[src/rtl/rdesc_writeback.sv]
module rdesc_writeback #(
  parameter int AW     = 32,
  parameter int DESC_W = 64,
  parameter int CNT_W  = 16,
  parameter int RA_W   = 4
) (
  input  logic              clk,
  input  logic              rst_n,
  input  logic              reg_we,
  input  logic [RA_W-1:0]   reg_addr,
  input  logic [31:0]       reg_wdata,
  output logic [31:0]       reg_rdata,
  input  logic              trig_valid,
  output logic              trig_ready,
  input  logic [DESC_W-1:0] trig_desc,
  input  logic              trig_last,
  output logic              dma_req,
  output logic [AW-1:0]     dma_addr,
  output logic [7:0]        dma_len,
  output logic [DESC_W-1:0] dma_data,
  input  logic              dma_ack,
  output logic              irq
);

  localparam logic [RA_W-1:0] A_BASE = RA_W'(0);
  localparam logic [RA_W-1:0] A_RING = RA_W'(1);
  localparam logic [RA_W-1:0] A_GEOM = RA_W'(2);
  localparam logic [RA_W-1:0] A_THR  = RA_W'(3);
  localparam logic [RA_W-1:0] A_CFG  = RA_W'(4);
  localparam logic [RA_W-1:0] A_STAT = RA_W'(5);
  localparam logic [RA_W-1:0] A_PCNT = RA_W'(6);
  localparam logic [RA_W-1:0] A_HELD = RA_W'(7);
  localparam logic [RA_W-1:0] A_WPTR = RA_W'(8);

  logic [AW-1:0]     base_q, ring_q, held_q, wptr_q;
  logic [7:0]        dsize_q, doff_q;
  logic [CNT_W-1:0]  thr_q, pcnt_q;
  logic              pkt_mode_q, ovf_en_q, busy_q, last_q;
  logic [15:0]       fsize_q;
  logic [8:0]        fthr_q;
  logic [1:0]        stat_q;
  logic [AW-1:0]     addr_q;
  logic [DESC_W-1:0] data_q;

  logic              cfg_on, accept, full, go, ovf_hit, done, count_inc;
  logic              wr_stat, wr_pcnt, wr_held, wr_wptr;
  logic [AW:0]       nsum;
  logic [AW-1:0]     wptr_adv, held_dec;
  logic [CNT_W-1:0]  pcnt_dec;
  logic [1:0]        stat_clr;

  assign cfg_on     = (fsize_q != '0) || (fthr_q != '0) || ovf_en_q;
  assign trig_ready = cfg_on && !busy_q;
  assign accept     = trig_valid && trig_ready;
  assign full       = held_q >= ring_q;
  assign go         = accept && !full;
  assign ovf_hit    = accept && full;
  assign done       = busy_q && dma_ack;
  assign count_inc  = done && (!pkt_mode_q || last_q);

  assign wr_stat = reg_we && (reg_addr == A_STAT);
  assign wr_pcnt = reg_we && (reg_addr == A_PCNT);
  assign wr_held = reg_we && (reg_addr == A_HELD);
  assign wr_wptr = reg_we && (reg_addr == A_WPTR);

  assign nsum     = {1'b0, wptr_q} + (AW+1)'(doff_q);
  assign wptr_adv = (nsum >= {1'b0, ring_q}) ? '0 : nsum[AW-1:0];
  assign pcnt_dec = (wr_pcnt && !reg_wdata[31]) ? reg_wdata[CNT_W-1:0] : '0;
  assign held_dec = (wr_held && !reg_wdata[31]) ? AW'(reg_wdata[30:0]) : '0;
  assign stat_clr = wr_stat ? reg_wdata[1:0] : 2'b00;

  assign dma_req  = busy_q;
  assign dma_addr = addr_q;
  assign dma_data = data_q;
  assign dma_len  = dsize_q;
  assign irq      = (pcnt_q > thr_q) || (stat_q[1] && ovf_en_q);

  always_ff @(posedge clk or negedge rst_n) begin
    if (!rst_n) begin
      base_q     <= '0;
      ring_q     <= '0;
      dsize_q    <= '0;
      doff_q     <= '0;
      thr_q      <= '0;
      pkt_mode_q <= 1'b0;
      fsize_q    <= '0;
      fthr_q     <= '0;
      ovf_en_q   <= 1'b0;
    end else if (reg_we) begin
      case (reg_addr)
        A_BASE: base_q <= AW'(reg_wdata);
        A_RING: ring_q <= AW'(reg_wdata);
        A_GEOM: begin
          dsize_q <= reg_wdata[7:0];
          doff_q  <= reg_wdata[15:8];
        end
        A_THR: begin
          thr_q      <= reg_wdata[CNT_W-1:0];
          pkt_mode_q <= reg_wdata[31];
        end
        A_CFG: begin
          fsize_q  <= reg_wdata[15:0];
          fthr_q   <= reg_wdata[24:16];
          ovf_en_q <= reg_wdata[25];
        end
        default: ;
      endcase
    end
  end

  always_ff @(posedge clk or negedge rst_n) begin
    if (!rst_n) begin
      busy_q <= 1'b0;
      last_q <= 1'b0;
      addr_q <= '0;
      data_q <= '0;
    end else if (go) begin
      busy_q <= 1'b1;
      last_q <= trig_last;
      addr_q <= base_q + wptr_q;
      data_q <= trig_desc;
    end else if (done) begin
      busy_q <= 1'b0;
    end
  end

  always_ff @(posedge clk or negedge rst_n) begin
    if (!rst_n) begin
      wptr_q <= '0;
      held_q <= '0;
      pcnt_q <= '0;
      stat_q <= '0;
    end else begin
      if (wr_wptr)   wptr_q <= AW'(reg_wdata);
      else if (done) wptr_q <= wptr_adv;

      if (wr_held && reg_wdata[31]) held_q <= '0;
      else held_q <= held_q - held_dec + (done ? AW'(doff_q) : '0);

      if (wr_pcnt && reg_wdata[31]) pcnt_q <= '0;
      else pcnt_q <= pcnt_q - pcnt_dec + CNT_W'(count_inc);

      stat_q <= (stat_q & ~stat_clr) | {ovf_hit, done};
    end
  end

  always_comb begin
    reg_rdata = '0;
    case (reg_addr)
      A_BASE: reg_rdata = 32'(base_q);
      A_RING: reg_rdata = 32'(ring_q);
      A_GEOM: reg_rdata = {16'h0, doff_q, dsize_q};
      A_THR:  reg_rdata = {pkt_mode_q, 31'(thr_q)};
      A_CFG:  reg_rdata = {6'h0, ovf_en_q, fthr_q, fsize_q};
      A_STAT: reg_rdata = {30'h0, stat_q};
      A_PCNT: reg_rdata = 32'(pcnt_q);
      A_HELD: reg_rdata = 32'(held_q);
      A_WPTR: reg_rdata = 32'(wptr_q);
      default: reg_rdata = '0;
    endcase
  end

endmodule


[config.mk]
export PLATFORM = sky130hd
export DESIGN_NAME = rdesc_writeback
export DESIGN_NICKNAME = d
export VERILOG_FILES = /design/src/rtl/rdesc_writeback.sv
export SDC_FILE = /design/constraint.sdc
export NUM_CORES = 1
export LEC_CHECK = 0
export ABC_AREA = 1
export BUFFER_PORTS_ARGS = -buffer_cell sky130_fd_sc_hd__buf_2
export CORE_MARGIN = 5
export CORE_UTILIZATION = 35
export DETAILED_ROUTE_END_ITERATION = 7
export HOLD_SLACK_MARGIN = 0.03
export MAX_ROUTING_LAYER = met4
export PLACE_DENSITY = 0.51
export SYNTH_ARGS = -nofsm -noshare
export SYNTH_HDL_FRONTEND = slang
export SYNTH_SLANG_ARGS = --single-unit
[constraint.sdc]
create_clock -name clk -period 5 [get_ports clk]
set_input_delay 0.75 -clock clk [delete_from_list [all_inputs] [get_ports clk]]
set_output_delay 0.75 -clock clk [all_outputs]
set_load 0.01 [all_outputs]
# == Yosys cells after proc, flatten, opt, wreduce, memory -nomap -nowiden ==
# Index checks and enable logic that the tools add are counted.
# totals
output_inout_bits,139
elab_cells,82
regBits,303
# classes
order_cmp,3
n_bitwise,3
reduce_logical,33
n_eq_ne,8
addsub,6
n_mux,12
# ops
op,n
$pmux 32 s9,1
$mux 32,4
$add 32x8->33,1
$ge 33x32->1,1
$add 32x32->32,1
$add 32x8->32,1
$ge 32x32->1,1
$mux 16,2
$sub 32x31->32,1
$mux 31,1
$add 16x1->16,1
$eq 4x3->1 const B,4
$gt 16x16->1,1
$reduce_bool 16->1,1
$sub 16x16->16,1
$logic_and 1x1->1,15
$reduce_and 2->1,5
$reduce_bool 9->1,1
$eq 4x2->1 const B,2
$mux 8,1
$eq 4x1->1 const B,1
$eq 4x4->1 const B,1
$logic_not 1->1,4
$logic_not 4->1,1
7 further kinds,12

# == Depth between registers and ports, before layout ==
# logic_depth
ltp_word,7
mapped_depth,27
mapped_depth_nobuf,26

# == Least setup slack after synthesis ==
# OpenSTA, ideal clock, no wires.
# synth_path
kind,input -> register
startpoint,input port reg_addr[2]
endpoint,register held_q[23]
arrival_ns,3.587
path_stages,19
required_ns,4.872
n_path_buf,0
path_slack_ns,1.285
cell_sequence,inv_2 > nor2_2 > inv_2 > nor2_4 > inv_2 > nor3_2 > inv_1 > nor2_1 > fa_1 > inv_1 > ha_1 > a21oi_1 > o21ai_1 > a21boi_0 > o21ai_0 > nand2_1 > nand2_1 > xnor2_1 > nor2_1
# synth_between
elab_chain_len,7
elab_cells_between_ends,8
classes_between,add/sub (2); eq/ne (1); mux (2); reduce/logical (3)
# synth_lines
element,line,text
start: declaration,10,"input logic [RA_W-1:0] reg_addr,"
$eq 4x3->1 *,63,assign wr_held = reg_we && (reg_addr == A_HELD);
$logic_and 1x1->1 *,63,
$logic_and 1x1->1,69,assign held_dec = (wr_held && !reg_wdata[31]) ? AW'(reg_wdata[30:0]) : '0;
$mux 31,69,
$sub 32x31->32,138,else held_q <= held_q - held_dec + (done ? AW'(doff_q) : '0);
$add 32x8->32,138,
$mux 32 *,137,if (wr_held && reg_wdata[31]) held_q <= '0;
end signal: assignment,138,
end: declaration,35,"logic [AW-1:0] base_q, ring_q, held_q, wptr_q;"
# Mark *: on every way between the ends. The rest lies on a longest branch, timed or not.
# A chain may end at the register's enable or synchronous reset.

# == Worst setup path after layout ==
# layout_path
startpoint,register wptr_q[0]
endpoint,register wptr_q[6]
# layout_between
elab_chain_len,5
# layout_lines
element,line,text
start: declaration,35,
start signal: assignment,134,if (wr_wptr) wptr_q <= AW'(reg_wdata);
start signal: assignment,135,else if (done) wptr_q <= wptr_adv;
$add 32x8->33 *,66,"assign nsum = {1'b0, wptr_q} + (AW+1)'(doff_q);"
$ge 33x32->1,67,"assign wptr_adv = (nsum >= {1'b0, ring_q}) ? '0 : nsum[AW-1:0];"
$mux 32 *,67,
$mux 32 *,135,
$mux 32 *,134,
# Mark *: on every way between the ends. The rest lies on a longest branch, timed or not. The select of a mux whose other input is x is not followed.

==> reports/qor.yml <==
die-width_um: 257
crit_path_frequent_cell: "nand2_1"
synthTopCellsByArea: "dfrtp_1, nand2_1, ha_1"
clkTransAtPathRegs_ns: 0.06
ys_top_cells_by_count: "nand2_1, inv_1, dfrtp_1"
path_buf_inv: 3
p_leak_nw: 13.2
postCtsHoldBufs: 0
skew_ns: 0.0288
critPathArrivalTime_ns: 4.64
p_sw_mw: 7.87
post_cts_buffers: 0
drt_wl_total_um: 80300
start_util_pct: 35.3
grt_max_degree: 106
drt_iter0_markers: 1773
vias: 20783
rsz0062_at_grt: "no"
yosysSeqAreaShare_pct: 35.5
period_needed_ns: 4.12
swShare_pct: 48.0
dp_hpwl_um: 63300
tightestPinTransition_ns: 1.13
syn_avg_cell_area_um2: 7.25
timing.fmax_mhz: 243
critPathCaptureType: "flip-flop"
slowest_delay_ns: 0.47
wire_per_inst_um: 20.1
cts-root-buf: "clkbuf_16"
drv_cap: 0
cts-buffers-inserted: 41
cts.path.max_buffers: 3
io_buffers: 244
cts_tree: "built"
yosysWarnings: 0
setup_viol: 0
cts.sinks: 303
wl_met2_um: 36200
io_pins: 245
startpoint_type: "flip-flop"
fin_nets: 3496
dieArea_mm2: 0.0661
synth_area_mm2: 0.0214
p_int_mw: 8.53
post-synth-top-count-cell: "nand2_1"
wl_met1_um: 36200
clockPowerShare_pct: 19.3
grt_pass1_vias: 20536
power_frac_comb_pct: 54.2
synth_async_sr_flop_share_pct: 100
cp-startpoint: "wptr_q[0]$_DFFE_PN0P_"
drive_gt1_share_pct: 11.5
netlist.area_leader.share_pct: 35.5
grt_use_total_pct: 24.2
fin_hold_ws_ns: 0.194
synth_fp_nets: 3269
ctsResizeCount: 0
critPathTopFamily: "simple AND/OR/NAND/NOR gates"
slew_headroom_pct: 24.6
powerDensity_mw_per_mm2: 660
drv_slew: 0
placementRows: 90
dr_wl_met3_um: 5150
ys_ff_latch: 303
holdCritPathClass: "in2async"
routabilityCongestion: 0.954
routed_via_density: 5.21
yosysUniqueCellTypes: 51
htree_levels: 2
synth_edf_count: 0
syn_inst: 2948
tns_ns: 0
coreArea_mm2: 0.0605
overflow: 0
antenna_found_initial: 2
crit_type: "reg2reg"
post-route-period-util_pct: 82.4
cp_data_required_time_ns: 5.51
status: "complete, no violations"
firstDrtPassIters: 6
hold_violations: 0
cp_cell_sequence: "ha_1 > fa_1 > nand2_1 > inv_2 > nand2_1 > nand2_2 > nand2_1 > nand2_2 > nand3b_1 > xor2_1 > inv_1 > ha_1 > nand2_1 > nor2_1 > and2_1 > nand3_1 > nand4_1 > nor2_1 > nand2_1 > nor2_4 > buf_4 > nand4_1 > nand2_1"
clk_latency_ns: 0.58
cpMaxStageDelayCell: "dfrtp_1"
synth_top_cell_by_area: "dfrtp_1"
r2r-start: "wptr_q[0]$_DFFE_PN0P_"
highest_layer: "met4"
area_growth_pct: 16.1
ys.flop_type: "dfrtp_1"
cp_max_fo: 22
grt_pass1_wl_um: 122000
drc: 0
p_seq_share_pct: 26.5
die_h_um: 257
ir_worst_vdd_uv: 326
ant_nets: 0
==> stage by stage <==
step                      std cells  setup WS [ns]  power (mW)  instance area, um2  util [%]
after floorplan                2948           1.28        10.3               21400         -
after global placement         3914          0.858        13.1               23400      38.7
after detailed placement       3914          0.779        13.2               23400      38.7
after CTS                      3987          0.921        16.5               24800      41.0
after global routing           3988          0.550        17.9               24800      41.0
final                          3988          0.878        16.4               24800      41.0
==> final cells by class <==
class                      count  area [um2]
sequential                   303        7580
multi-input combinational   2182       12000
clock buffer                  56        1150
fill                        6382       35700
antenna                        1        2.50
timing repair buffer         266        1420
tap                          782         978
inverter                     381        1430
clock inverter                17         289
==> cells in the final DEF, fill, tap and decap left out, types with 5 or more instances in the layout <==
| cell type | instances |
|---|---|
| a21o_1 | 16 |
| a21oi_1 | 143 |
| a221oi_1 | 33 |
| a31oi_1 | 14 |
| buf_2 | 243 |
| buf_4 | 20 |
| bufinv_16 | 7 |
| clkbuf_1 | 8 |
| clkbuf_16 | 41 |
| clkbuf_8 | 7 |
| clkinv_2 | 6 |
| dfrtp_1 | 303 |
| fa_1 | 11 |
| ha_1 | 204 |
| inv_1 | 369 |
| inv_2 | 9 |
| nand2_1 | 950 |
| nand2_2 | 5 |
| nand3_1 | 95 |
| nand4_1 | 64 |
| nor2_1 | 219 |
| nor3_1 | 28 |
| nor4_1 | 7 |
| o211ai_1 | 10 |
| o21a_1 | 7 |
| o21ai_0 | 197 |
| o21ai_1 | 17 |
| o21bai_1 | 24 |
| o22ai_1 | 46 |
| xnor2_1 | 8 |
| xor2_1 | 38 |
==> logic make-up after synthesis <==
family                   Yosys count  synth area share [%]
AND/OR/NAND/NOR                 1398                  26.9
AO/OA/AOI/OAI                    523                  14.1
buffers and inverters            463                  8.68
flip-flops                       303                  35.5
adder cells (fa/ha/maj)          215                  13.0
XOR/XNOR                          46                  1.89
==> sequential cells by signal, indices dropped and copies added, names as in the netlist <==
name        flops
held_q         32
pkt_mode_q      1
thr_q          16
pcnt_q         16
dma_data       64
dma_addr       32
base_q         32
fsize_q        16
fthr_q          9
dma_len         8
doff_q          8
last_q          1
stat_q          2
wptr_q         32
ovf_en_q        1
dma_req         1
ring_q         32
==> metal layers <==
| layer | vias to the layer above | GRT usage [%] |
|---|---|---|
| met1 | 9814 | 32.1 |
| met4 | 0 | 7.62 |
| met3 | 126 | 4.39 |
| li1 | 10143 | - |
| met5 | - | - |
| met2 | 700 | 37.9 |
==> power by group through the flow <==
stage	Clock [mW]	Sequential, mW	Combinational [mW]
after floorplan	0	4.13	6.13
after global placement	0	4.34	8.78
after detailed placement	0	4.36	8.87
after CTS	3.24	4.32	8.92
after global routing	3.34	4.45	10.1
final	3.16	4.35	8.88
==> final timing paths <==
| check | to | slack (ns) | cells after the start |
|---|---|---|---|
| max in group asynchronous | ring_q[24]$_DFFE_PN0P_ | 3.62 | 2 |
| worst min register to register | dma_data[14]$_DFFE_PN0P_ | 0.47 | 2 |
| worst max-delay path | wptr_q[6]$_DFFE_PN0P_ | 0.88 | 23 |
| min in group clk | dma_data[59]$_DFFE_PN0P_ | 0.37 | 3 |
| worst min-delay path | dma_data[53]$_DFFE_PN0P_ | 0.19 | 1 |
| worst max register to register | wptr_q[6]$_DFFE_PN0P_ | 0.88 | 23 |
Note: power is estimated with default switching activity, not from simulation.
